### config.mk
export PLATFORM = sky130hd
export DESIGN_NAME = sar_seq
export DESIGN_NICKNAME = d
export VERILOG_FILES = /design/src/rtl/sar_seq_pkg.sv /design/src/rtl/sar_settle_timer.sv /design/src/rtl/sar_seq_ctrl.sv /design/src/rtl/sar_bit_engine.sv /design/src/rtl/sar_seq.sv
export SDC_FILE = /design/constraint.sdc
export NUM_CORES = 1
export LEC_CHECK = 0
export CELL_PAD_IN_SITES_DETAIL_PLACEMENT = 0
export CELL_PAD_IN_SITES_GLOBAL_PLACEMENT = 1
export CORE_ASPECT_RATIO = 1.25
export CORE_UTILIZATION = 37
export CTS_BUF_LIST = sky130_fd_sc_hd__clkbuf_16
export DETAILED_ROUTE_END_ITERATION = 8
export GPL_ROUTABILITY_DRIVEN = 0
export GPL_TIMING_DRIVEN = 0
export PLACE_DENSITY_LB_ADDON = 0.1
export SLEW_MARGIN = 30
export SYNTH_ARGS = -nofsm -noshare
export SYNTH_HDL_FRONTEND = slang
export SYNTH_SLANG_ARGS = --single-unit
### constraint.sdc
create_clock -name clk -period 2.4 [get_ports clk]
set_input_delay 0.72 -clock clk [delete_from_list [all_inputs] [get_ports clk]]
set_output_delay 0.72 -clock clk [all_outputs]
set_load 0.005 [all_outputs]
### src/rtl/sar_seq_pkg.sv
package sar_seq_pkg;

   typedef enum logic [1:0] {
      PH_IDLE   = 2'd0,
      PH_SAMPLE = 2'd1,
      PH_HOLD   = 2'd2
   } sar_phase_e;

endpackage

### src/rtl/sar_settle_timer.sv
module sar_settle_timer #(
   parameter int unsigned NORM_CYC = 2125,
   parameter int unsigned HI_CYC   = 1750
) (
   input  logic clk,
   input  logic rst_n,
   input  logic enable_i,
   input  logic hi_ref_i,
   output logic ready_o
);

   localparam int unsigned MAX_CYC = (NORM_CYC > HI_CYC) ? NORM_CYC : HI_CYC;
   localparam int unsigned CNT_W   = (MAX_CYC > 1) ? $clog2(MAX_CYC) : 1;

   if (NORM_CYC < 1) begin : g_bad_norm
      $error("sar_settle_timer: NORM_CYC must be at least 1");
   end
   if (HI_CYC < 1) begin : g_bad_hi
      $error("sar_settle_timer: HI_CYC must be at least 1");
   end

   logic [CNT_W-1:0] cnt_q;
   logic [CNT_W-1:0] limit;

   if (NORM_CYC == HI_CYC) begin : g_one_limit
      assign limit = CNT_W'(NORM_CYC - 1);
      logic unused_hi;
      assign unused_hi = hi_ref_i;
   end else begin : g_two_limits
      assign limit = hi_ref_i ? CNT_W'(HI_CYC - 1) : CNT_W'(NORM_CYC - 1);
   end

   always_ff @(posedge clk) begin
      if (!rst_n) begin
         cnt_q   <= '0;
         ready_o <= 1'b0;
      end else if (!enable_i) begin
         cnt_q   <= '0;
         ready_o <= 1'b0;
      end else if (!ready_o) begin
         if (cnt_q >= limit) begin
            ready_o <= 1'b1;
         end else begin
            cnt_q <= cnt_q + 1'b1;
         end
      end
   end

endmodule

### src/rtl/sar_seq_ctrl.sv
module sar_seq_ctrl
   import sar_seq_pkg::*;
#(
   parameter int unsigned SAMPLE_CYC = 8
) (
   input  logic       clk,
   input  logic       rst_n,
   input  logic       run_i,
   input  logic       enable_i,
   input  logic       ready_i,
   input  logic       last_i,
   output sar_phase_e phase_o,
   output logic       capture_o,
   output logic       load_o,
   output logic       step_o,
   output logic       done_o,
   output logic       clear_o
);

   localparam int unsigned CNT_W = (SAMPLE_CYC > 1) ? $clog2(SAMPLE_CYC) : 1;
   localparam logic [CNT_W-1:0] CNT_LAST = CNT_W'(SAMPLE_CYC - 1);

   if (SAMPLE_CYC < 1) begin : g_bad_sample
      $error("sar_seq_ctrl: SAMPLE_CYC must be at least 1");
   end

   sar_phase_e       phase_q, phase_d;
   logic [CNT_W-1:0] cnt_q;
   logic             go;

   assign go      = run_i & enable_i;
   assign phase_o = phase_q;

   always_comb begin
      phase_d   = phase_q;
      capture_o = 1'b0;
      load_o    = 1'b0;
      step_o    = 1'b0;
      done_o    = 1'b0;
      clear_o   = 1'b0;
      unique case (phase_q)
         PH_IDLE: begin
            if (go && ready_i) begin
               phase_d   = PH_SAMPLE;
               capture_o = 1'b1;
            end
         end
         PH_SAMPLE: begin
            if (!go) begin
               phase_d = PH_IDLE;
               clear_o = 1'b1;
            end else if (cnt_q == CNT_LAST) begin
               phase_d = PH_HOLD;
               load_o  = 1'b1;
            end
         end
         PH_HOLD: begin
            if (!go) begin
               phase_d = PH_IDLE;
               clear_o = 1'b1;
            end else begin
               step_o = 1'b1;
               if (last_i) begin
                  done_o    = 1'b1;
                  clear_o   = 1'b1;
                  capture_o = 1'b1;
                  phase_d   = PH_SAMPLE;
               end
            end
         end
         default: begin
            phase_d = PH_IDLE;
            clear_o = 1'b1;
         end
      endcase
   end

   always_ff @(posedge clk) begin
      if (!rst_n) begin
         phase_q <= PH_IDLE;
         cnt_q   <= '0;
      end else begin
         phase_q <= phase_d;
         if (capture_o) begin
            cnt_q <= '0;
         end else if (phase_q == PH_SAMPLE) begin
            cnt_q <= cnt_q + 1'b1;
         end
      end
   end

endmodule

### src/rtl/sar_bit_engine.sv
module sar_bit_engine #(
   parameter int unsigned WIDTH = 10
) (
   input  logic             clk,
   input  logic             rst_n,
   input  logic             clear_i,
   input  logic             load_i,
   input  logic             step_i,
   input  logic             cmp_i,
   output logic [WIDTH-1:0] trial_o,
   output logic [WIDTH-1:0] decided_o,
   output logic             last_o
);

   localparam logic [WIDTH-1:0] TOP_BIT = {1'b1, {(WIDTH-1){1'b0}}};

   if (WIDTH < 2) begin : g_bad_width
      $error("sar_bit_engine: WIDTH must be at least 2");
   end

   logic [WIDTH-1:0] sar_q;
   logic [WIDTH-1:0] ptr_q;
   logic [WIDTH-1:0] sar_next;

   for (genvar b = 0; b < WIDTH; b++) begin : g_bit
      assign decided_o[b] = ptr_q[b] ? (sar_q[b] & cmp_i) : sar_q[b];
      if (b == WIDTH - 1) begin : g_top
         assign sar_next[b] = decided_o[b];
      end else begin : g_lower
         assign sar_next[b] = decided_o[b] | ptr_q[b+1];
      end
   end

   always_ff @(posedge clk) begin
      if (!rst_n) begin
         sar_q <= '0;
         ptr_q <= '0;
      end else if (clear_i) begin
         sar_q <= '0;
         ptr_q <= '0;
      end else if (load_i) begin
         sar_q <= TOP_BIT;
         ptr_q <= TOP_BIT;
      end else if (step_i) begin
         sar_q <= sar_next;
         ptr_q <= ptr_q >> 1;
      end
   end

   assign trial_o = sar_q;
   assign last_o  = ptr_q[0];

endmodule

### src/rtl/sar_seq.sv
module sar_seq
   import sar_seq_pkg::*;
#(
   parameter int unsigned WIDTH         = 10,
   parameter int unsigned CH_W          = 3,
   parameter int unsigned SETTLE_CYC    = 2125,
   parameter int unsigned SETTLE_HI_CYC = 1750,
   parameter int unsigned SAMPLE_CYC    = 8
) (
   input  logic            clk,
   input  logic            rst_n,
   input  logic [CH_W-1:0] chan_i,
   input  logic            enable_i,
   input  logic            hi_ref_i,
   input  logic            run_i,
   input  logic            cmp_i,
   output logic [CH_W-1:0] mux_sel_o,
   output logic            sample_o,
   output logic [WIDTH-1:0] trial_o,
   output logic [WIDTH-1:0] result_o,
   output logic            eoc_o
);

   if (CH_W < 1) begin : g_bad_ch
      $error("sar_seq: CH_W must be at least 1");
   end
   if (WIDTH < 2) begin : g_bad_width
      $error("sar_seq: WIDTH must be at least 2");
   end

   sar_phase_e       phase;
   logic             ready;
   logic             capture, load, step, done, clear, last;
   logic [WIDTH-1:0] decided;
   logic [CH_W-1:0]  chan_q;
   logic [WIDTH-1:0] result_q;
   logic             eoc_q;

   sar_settle_timer #(
      .NORM_CYC (SETTLE_CYC),
      .HI_CYC   (SETTLE_HI_CYC)
   ) i_settle (
      .clk      (clk),
      .rst_n    (rst_n),
      .enable_i (enable_i),
      .hi_ref_i (hi_ref_i),
      .ready_o  (ready)
   );

   sar_seq_ctrl #(
      .SAMPLE_CYC (SAMPLE_CYC)
   ) i_ctrl (
      .clk       (clk),
      .rst_n     (rst_n),
      .run_i     (run_i),
      .enable_i  (enable_i),
      .ready_i   (ready),
      .last_i    (last),
      .phase_o   (phase),
      .capture_o (capture),
      .load_o    (load),
      .step_o    (step),
      .done_o    (done),
      .clear_o   (clear)
   );

   sar_bit_engine #(
      .WIDTH (WIDTH)
   ) i_engine (
      .clk       (clk),
      .rst_n     (rst_n),
      .clear_i   (clear),
      .load_i    (load),
      .step_i    (step),
      .cmp_i     (cmp_i),
      .trial_o   (trial_o),
      .decided_o (decided),
      .last_o    (last)
   );

   always_ff @(posedge clk) begin
      if (!rst_n) begin
         chan_q   <= '0;
         result_q <= '0;
         eoc_q    <= 1'b0;
      end else begin
         eoc_q <= done;
         if (capture) begin
            chan_q <= chan_i;
         end
         if (done) begin
            result_q <= decided;
         end
      end
   end

   assign mux_sel_o = chan_q;
   assign sample_o  = (phase == PH_SAMPLE);
   assign result_o  = result_q;
   assign eoc_o     = eoc_q;

endmodule

* After elaboration in Yosys (flattened, before gate mapping)
Index checks and enable logic that the tools add are counted.
** Word-level totals
- Register bits after elaboration :: 52
- Bits in latches :: 0
- RAM bits :: 0
- ROM bits :: 0
- Logic and storage cells :: 88
- Memories kept :: 0
** Operators by class
- $add $sub $neg :: 2
- Multipliers :: 0
- Divide/modulo/power cells :: 0
- Order comparisons :: 1
- Eq/ne operators :: 6
- Shift operators :: 0
- Muxes and demuxes :: 36
- Bitwise gates (word level) :: 23
- Reduce and logical (&&, ||, !) cells :: 9
** Operators with widths (count)
- 10-bit 2-to-1 mux :: 4
- 1-bit 2-to-1 mux :: 23
- 12-bit by 1-bit adder with 12-bit output, second input constant :: 1
- 12-bit >= comparator :: 1
- 12-bit 2-to-1 mux :: 1
- 1-bit bitwise AND :: 11
- 2-bit 2-to-1 mux :: 5
- 1-bit bitwise OR :: 9
- 2-bit one-hot mux with 3 select lines :: 1
- 2-bit AND reduction :: 2
- 2-bit OR reduction :: 2
- 3-bit by 1-bit adder with 3-bit output, second input constant :: 1
- 3-bit equality test, second input constant :: 1
- 3-bit by 2-bit inequality test with 1-bit output, second input constant :: 1
- 3-bit inequality test, second input constant :: 1
- 1-bit NOT :: 3
- 1-bit one-hot mux with 3 select lines :: 1
- 3-bit AND reduction :: 1
- 3-bit OR reduction :: 1
- 2-bit by 1-bit equality test with 1-bit output, second input constant :: 1
- 2-bit equality test, second input constant :: 1
- 2-bit logical NOT :: 1
- 2-bit by 1-bit inequality test with 1-bit output, second input constant :: 1
- 1-bit one-hot mux with 2 select lines :: 1
- other kinds (2) :: 2

* Depth between registers and ports, before layout
Gate-level depths: netlist (run 1).
- Word-level depth :: 5
- Gate-level depth with buffers :: 7
- Depth with buffers taken out :: 6

* Modules after synthesis
A second synthesis (run 1) with hierarchy kept.
** Second synthesis, totals
- Cell total of the unflattened synthesis :: 282
- Area, all modules :: 2606.2 µm²
** By module, submodules not included
- sar_settle_timer :: times used 1, cells each 102, area an instance 922.1 µm², seq. area each 260.2 µm²
- sar_bit_engine :: times used 1, cells each 98, area an instance 833.3 µm², seq. area each 400.4 µm²
- sar_seq :: times used 1, cells each 44, area an instance 520.5 µm², seq. area each 280.3 µm²
- sar_seq_ctrl :: times used 1, cells each 38, area an instance 330.3 µm², seq. area each 100.1 µm²

* Worst setup path before layout (run 1)
OpenSTA, ideal clock, no wires.
- Kind :: input to register
- Start :: in hi_ref_i
- End :: reg i_settle.cnt_q[11]
- Setup time :: 0.135 ns
- Arrival :: 2.143 ns
- Data required time :: 2.265 ns
- Path slack :: 0.122 ns
- Cell stages on the path :: 7
- Path buffers :: 1
- Path through :: inv_1 ha_1 a211oi_2 o21ai_2 buf_2 o311ai_0 o41ai_1
** Between the ends
- Longest elaborated chain between the ends :: 4
** Ends and longest elaborated chain
- start, declared :: line sar_seq.sv:14 : input logic hi_ref_i,
- 12-bit 2-to-1 mux :: line sar_settle_timer.sv:30 : assign limit = hi_ref_i ? CNT_W'(HI_CYC - 1) : CNT_W'(NORM_CYC - 1);
- 12-bit >= comparator :: line sar_settle_timer.sv:41 : if (cnt_q >= limit) begin
- 1-bit NOT (no source line)
- 2-bit AND reduction (no source line)
- end signal, assigned :: line sar_settle_timer.sv:44 : cnt_q <= cnt_q + 1'b1;
- end, declared :: line sar_settle_timer.sv:22 : logic [CNT_W-1:0] cnt_q;
Every way passes these cells.
A chain may end at the register's enable or synchronous reset.

* Final worst setup path (run 1)
- Start :: reg i_ctrl.phase_q[1], in the netlist i_ctrl.phase_o[1]
- End :: out sample_o
** Between the ends
- Longest elaborated chain between the ends :: 1
** Ends and longest elaborated chain
- start, declared :: line sar_seq_ctrl.sv:27 : sar_phase_e phase_q, phase_d;
- start signal, assigned :: line sar_seq_ctrl.sv:83 : phase_q <= phase_d;
- 2-bit by 1-bit equality test with 1-bit output :: line sar_seq.sv:98 : assign sample_o = (phase == PH_SAMPLE);
- end, declared :: line sar_seq.sv:18 : output logic sample_o,
Every way passes these cells.

==> impl_metrics.tcl, run 1 <==
set metrics [dict create \
    run_status "completed" \
    worstPathRequired_ns 1.68 \
    rsz0062_at_grt "no" \
    setup_tns_ns 0 \
    track_usage_pct 18.5 \
    io_buffers 32 \
    path_class "reg2out" \
    worst_path_max_delay_cell "clkdlybuf4s50_1" \
    reg2reg_depth 5 \
    grt_pass1_vias 1963 \
    grt_max_degree 16 \
    crit-reg2reg-capture "i_settle.cnt_q[4]" \
    ant_nets 0 \
    path_buf_inv 3 \
    synth_area_per_cell_um2 8.85 \
    dr.pass1.iters 6 \
    viasPerCell 5.36 \
    num_io_pins 34 \
    slowest_delay_ns 0.52 \
    finalSetupViolations 0 \
    hpwl_um 4510 \
    crit_end "sample_o" \
    worstHoldPathType "reg2reg" \
    post-route-drc-count 0 \
    fillers 704 \
    critPathCaptureType "output port" \
    yosysUniqueCellTypes 42 \
    start_kind "flip-flop" \
    ir_worst_vdd_v 0.000281 \
    fin_crit_ns 2.31 \
    power.density_nw_per_um2 522 \
    design_area_um2 3110 \
    cts_tree "done" \
    synthArstFlopShare_pct 0 \
    syn-num-nets 299 \
    start_util_pct 38.0 \
    clockBufferDepth 2 \
    finalHoldViolCount 0 \
    core-area_um2 6520 \
    cts_buffers 5 \
    p_leak_uw 0.00103 \
    max_freq_mhz 434 \
    startpoint "i_ctrl.phase_o[1]" \
    yosysSeqAreaShare_pct 42.0 \
    layout-drive-gt1-share_pct 9.66 \
    die_h_um 93.5 \
    dieArea_um2 7030 \
    crit_arrival_ns 1.59 \
    synthFlopType "dfxtp_1" \
    diodes 0 \
    drv_cap 0 \
    final_common_cell "dfxtp_1" \
    cts_root_buf "clkbuf_16" \
    synth_warnings 0 \
    netlist_instances 280 \
    ff2ff_setup_slack_ns 0.28 \
    ys_ff_latch 52 \
    worst_pin_slew_ns 0.633 \
    intPower_uw 1270 \
    slew_headroom_pct 57.5 \
    antenna_found_initial 0 \
    wirelength_um 6080 \
    nets 339 \
    insertion_delay_ns 0.28 \
    htree_levels 2 \
    pwr-share-seq_pct 53.4 \
    clkSinkCount 52 \
    grt_pass1_wl_um 9720 \
    drt_iter0_drc 76 \
    vias 2187 \
    report.final.slew_viol_count 0 \
    crit_chain "buf_2 -> nor2b_1 -> clkbuf_2 -> clkdlybuf4s50_1" \
    mostFrequentLayoutCells "dfxtp_1, nand2_1, clkdlybuf4s50_1, a21oi_1, inv_1" \
    switching_share_pct 21.5 \
    r2r-start "i_settle.cnt_q[3]" \
    switching_power_uw 349 \
    path_delay_family "buffers and inverters" \
    grt-ovfl-total 0 \
    fin_crit_sh_pct 96.1 \
    syn2layout_area_growth_pct 25.3 \
    skew_ns 0.00527 \
    synth_edf_count 0 \
    cp_max_fo 9 \
    cp.depth 4 \
    pwr-share-comb_pct 4.6 \
    die_x_um 75.2 \
    pwr-share-clk_pct 42.0 \
    placed_area_um2 2910 \
    avgRoutedWirePerCell_um 14.9 \
    path_clk_slew_ns 0.07 \
    synth_area_um2 2480 \
    rows 33 \
]
## timing repair
action | CTS | global route
hold buffers | 0 | 0
setup endpoints to repair | 14 | 22
hold endpoints to repair | 0 | 0
buffers inserted | 1 | 0
pin swaps | 1 | 0
gates resized for setup | 11 | 8
## worst min path at each step
stage / start / end / slack (ns) / cells past startpoint
finish: result_o[4] / result_o[4] / 0.46 / 2
global route: result_o[5] / result_o[5] / 0.48 / 2
detailed placement: result_o[5] / result_o[5] / 0.46 / 2
CTS: result_o[5] / result_o[5] / 0.46 / 2
global placement: result_o[7] / result_o[7] / 0.45 / 2
floorplan: i_engine.ptr_q[1] / i_engine.ptr_q[1] / 0.45 / 2
## worst reg2reg max path, cell delays in order, from the launching register on
cell and delay, ns:
dfxtp_1 0.52, ha_1 0.30, a21oi_1 0.36, o311ai_2 0.26, a2111o_1 0.46, a21oi_1 0.16
## power groups by stage
stage / logic (uW) / clock network, uW / registers, uW
3_5_place_dp: 70.8 / 0 / 886
4_1_cts: 73.0 / 709 / 866
3_3_place_gp: 70.2 / 0 / 886
5_1_grt: 82.3 / 746 / 866
6_report: 74.0 / 682 / 867
2_1_floorplan: 43.6 / 0 / 886
## routing by layer
layer  wire length, um  track usage, %
met1              2630            21.3
met4                64            4.94
met5                 0               0
met3               124            2.91
met2              3260            34.4
## logic make-up (layout without fill, tap and decap cells)
family / count (synthesis) / count (layout) / synth area share, %
DFF: 52 / 52 / 42.0
buffers and inverters: 29 / 70 / 4.69
and+or+nand+nor: 94 / 94 / 20.5
adders and majority gates: 10 / 10 / 5.05
muxes: 11 / 11 / 4.44
AOI/OAI and AO/OA: 83 / 83 / 22.9
xor gates and xnor gates: 1 / 1 / 0.353
## Yosys cell counts, types with 3 or more instances
library cell  count  area, um2
nand4_1           4       25.0
buf_2             6       30.0
nor2_1           10       37.5
o311ai_0          3       26.3
a21boi_0         10       75.1
o21ai_0          12       60.1
ha_1             10        125
dfxtp_1          52       1040
nand2b_1          9       56.3
mux2i_1          11        110
a2111o_1          3       33.8
and3_1            3       18.8
nand2_1          40        150
nand3_1           7       35.0
inv_1            14       52.6
clkbuf_1          9       33.8
o41ai_1           6       52.6
nor2b_1           4       25.0
o2111ai_1         9       78.8
a21oi_1          30        150
nor4_1            3       18.8
## per-stage QoR
| step | cells | hold slack [ns] | utilization [%] | power (uW) | setup WS [ns] |
|---|---|---|---|---|---|
| 3_3_place_gp | 399 | 0.447 | 44.6 | 956 | -0.742 |
| 4_1_cts | 408 | 0.464 | 47.3 | 1650 | 0.0231 |
| 2_1_floorplan | 280 | 0.450 | - | 929 | 0.122 |
| 5_1_grt | 408 | 0.482 | 47.6 | 1690 | 0.000238 |
| 6_report | 408 | 0.459 | 47.6 | 1620 | 0.0935 |
| 3_5_place_dp | 399 | 0.455 | 44.6 | 957 | -0.779 |
## state kept, by name, indices dropped and copies added (netlist names)
name              cells
mux_sel_o             3
result_o             10
i_settle.ready_o      1
eoc_o                 1
i_ctrl.cnt_q          3
i_engine.trial_o     10
i_engine.ptr_q       10
i_ctrl.phase_o        2
i_settle.cnt_q       12
## cell type report
class / count / area [um2] / share of cell area (%)
Multi-Input combinational cell: 199 / 1370 / 44.0
Sequential cell: 52 / 1040 / 33.6
Timing Repair Buffer: 33 / 329 / 10.6
Clock buffer: 5 / 125 / 4.03
Tap cell: 87 / 109 / 3.51
Buffer: 15 / 65.1 / 2.10
Inverter: 14 / 52.6 / 1.69
Clock inverter: 3 / 15.0 / 0.483
(Power assumes the default switching activity.)
==> run 2: changes to the inputs <==
- GPL_TIMING_DRIVEN: 0 -> not set
==> run 2 against run 1 <==
Effect of this change: sequential power barely moved; register-to-register slack improved by 0.16 ns; via count rose by 2.1%; die area did not move; worst setup slack improved by 0.041 ns; maximum frequency rose by 1.8%; clock power rose by 7.8%; sequential share of layout area fell by 2.0 points; routed wire length fell by 0.82%.
==> impl_metrics.tcl, run 2 (same netlist as run 1, synthesis figures left out) <==
set metrics [dict create \
    clockBufferDepth 2 \
    hold-path-cell-count 2 \
    rows 33 \
    grt_max_degree 20 \
    grt_pass1_wl_um 10200 \
    path_class "in2reg" \
    cts_tree "done" \
    largest_register_ffs 12 \
    cts_root_buf "clkbuf_16" \
    worstHoldPathType "reg2reg" \
    slowest_delay_ns 0.40 \
    crit_chain "dlygate4sd2_1 -> buf_4 -> ha_4 -> nor4b_4 -> buf_4 -> o311ai_4 -> a2111o_1 -> a21oi_1" \
    num_io_pins 34 \
    finalSetupViolations 0 \
    crit-reg2reg-capture "i_settle.cnt_q[4]" \
    run_status "completed" \
    cp_max_fo 5 \
    htree_levels 2 \
    cp_common_cell "buf_4" \
    path_clk_slew_ns 0.08 \
    diodes 0 \
    critPathCaptureType "flip-flop" \
    worstPathRequired_ns 2.62 \
    report.final.slew_viol_count 0 \
    slew_headroom_pct 67.3 \
    final_common_cell "dfxtp_1" \
    whs_endpoint "result_o[5]" \
    insertion_delay_ns 0.29 \
    dr.pass1.iters 4 \
    skew_ns 0.00870 \
    antenna_found_initial 0 \
    die_x_um 75.2 \
    nets 352 \
    io_buffers 33 \
    drv_cap 0 \
    mostFrequentLayoutCells "dfxtp_1, nand2_1, clkdlybuf4s50_1, a21oi_1, buf_4" \
    ff2ff_setup_slack_ns 0.44 \
    track_usage_pct 18.9 \
    avgRoutedWirePerCell_um 14.3 \
    wirelength_um 6030 \
    start_kind "input port" \
    hold_path.startpoint "result_o[5]" \
    worst_pin_slew_ns 0.490 \
    die_h_um 93.5 \
    clkSinkCount 52 \
    grt-ovfl-total 0 \
    rsz0062_at_grt "no" \
    ir_worst_vdd_v 0.000293 \
    core-area_um2 6520 \
    power.density_nw_per_um2 512 \
    r2r-start "i_settle.cnt_q[0]" \
    finalHoldViolCount 0 \
    vias 2234 \
    hpwl_um 4380 \
    cts_buffers 5 \
    fin_crit_ns 2.27 \
    drt_iter0_drc 82 \
    layout-drive-gt1-share_pct 16.2 \
    reg2reg_depth 7 \
    largest_register "i_settle.cnt_q" \
    p_leak_uw 0.00113 \
    placed_area_um2 3030 \
    max_freq_mhz 441 \
    post-route-drc-count 0 \
    worst_path_max_delay_cell "a2111o_1" \
    fin_crit_sh_pct 94.4 \
    utilization_pct 50.6 \
    crit_arrival_ns 2.48 \
    viasPerCell 5.31 \
    grt_pass1_vias 2141 \
    syn2layout_area_growth_pct 33.2 \
    design_area_um2 3300 \
    dieArea_um2 7030 \
    start_util_pct 38.0 \
    ant_nets 0 \
]
-- run 2: routing by layer --
metal | vias up | global-route usage, % | part of all wire [%]
met2 | 37 | 33.7 | 52
met3 | 9 | 2.91 | 2.5
met5 | - | 0 | 0
li1 | 1129 | - | -
met4 | 0 | 6.48 | 1.9
met1 | 1059 | 22.6 | 43
-- run 2: cell type report --
cell class	instances	area (um2)
Clock buffer	5	125
Sequential cell	52	1040
Clock inverter	3	27.5
Fill cell	651	3220
Timing Repair Buffer	61	552
Inverter	14	52.6
Multi-Input combinational cell	199	1400
Tap cell	87	109
-- run 2: metrics by stage --
step	hold WS [ns]	worst slack (ns)	std cells	TNS (ns)	total power, uW
2_1_floorplan	0.450	0.122	280	0	929
3_3_place_gp	0.448	-0.494	407	-5.24	965
3_5_place_dp	0.454	-0.515	407	-5.50	967
4_1_cts	0.464	0.157	421	0	1710
5_1_grt	0.485	0.0280	421	0	1760
6_report	0.459	0.134	421	0	1690
-- run 2: worst max path at each step --
stage	startpoint	endpoint	slack, ns	cells past startpoint
floorplan	hi_ref_i	i_settle.cnt_q[11]	0.12	7
global placement	hi_ref_i	i_settle.cnt_q[8]	-0.49	8
detailed placement	hi_ref_i	i_settle.cnt_q[8]	-0.51	8
CTS	hi_ref_i	i_settle.cnt_q[4]	0.16	8
global route	hi_ref_i	i_settle.cnt_q[3]	0.03	9
finish	hi_ref_i	i_settle.cnt_q[4]	0.13	8
-- run 2: repair_timing --
action,in CTS,in global routing
buffers inserted,6,0
resized for setup,13,0
hold buffers,0,0
setup endpoints to repair,13,0
-- run 2: power breakdown --
| group | switching (uW) | internal (uW) | total, uW |
|---|---|---|---|
| logic | 45.8 | 43.6 | 89.4 |
| clock network | 339 | 396 | 735 |
| registers | 2.75 | 864 | 866 |
-- run 2: worst max-delay path: cells and delay by family --
| family | cells | cell delay (ns) |
|---|---|---|
| AO/OA/AOI/OAI | 3 | 0.67 |
| adder cells (fa/ha/maj) | 1 | 0.24 |
| buffers and inverters | 3 | 0.57 |
| AND/OR/NAND/NOR | 1 | 0.28 |
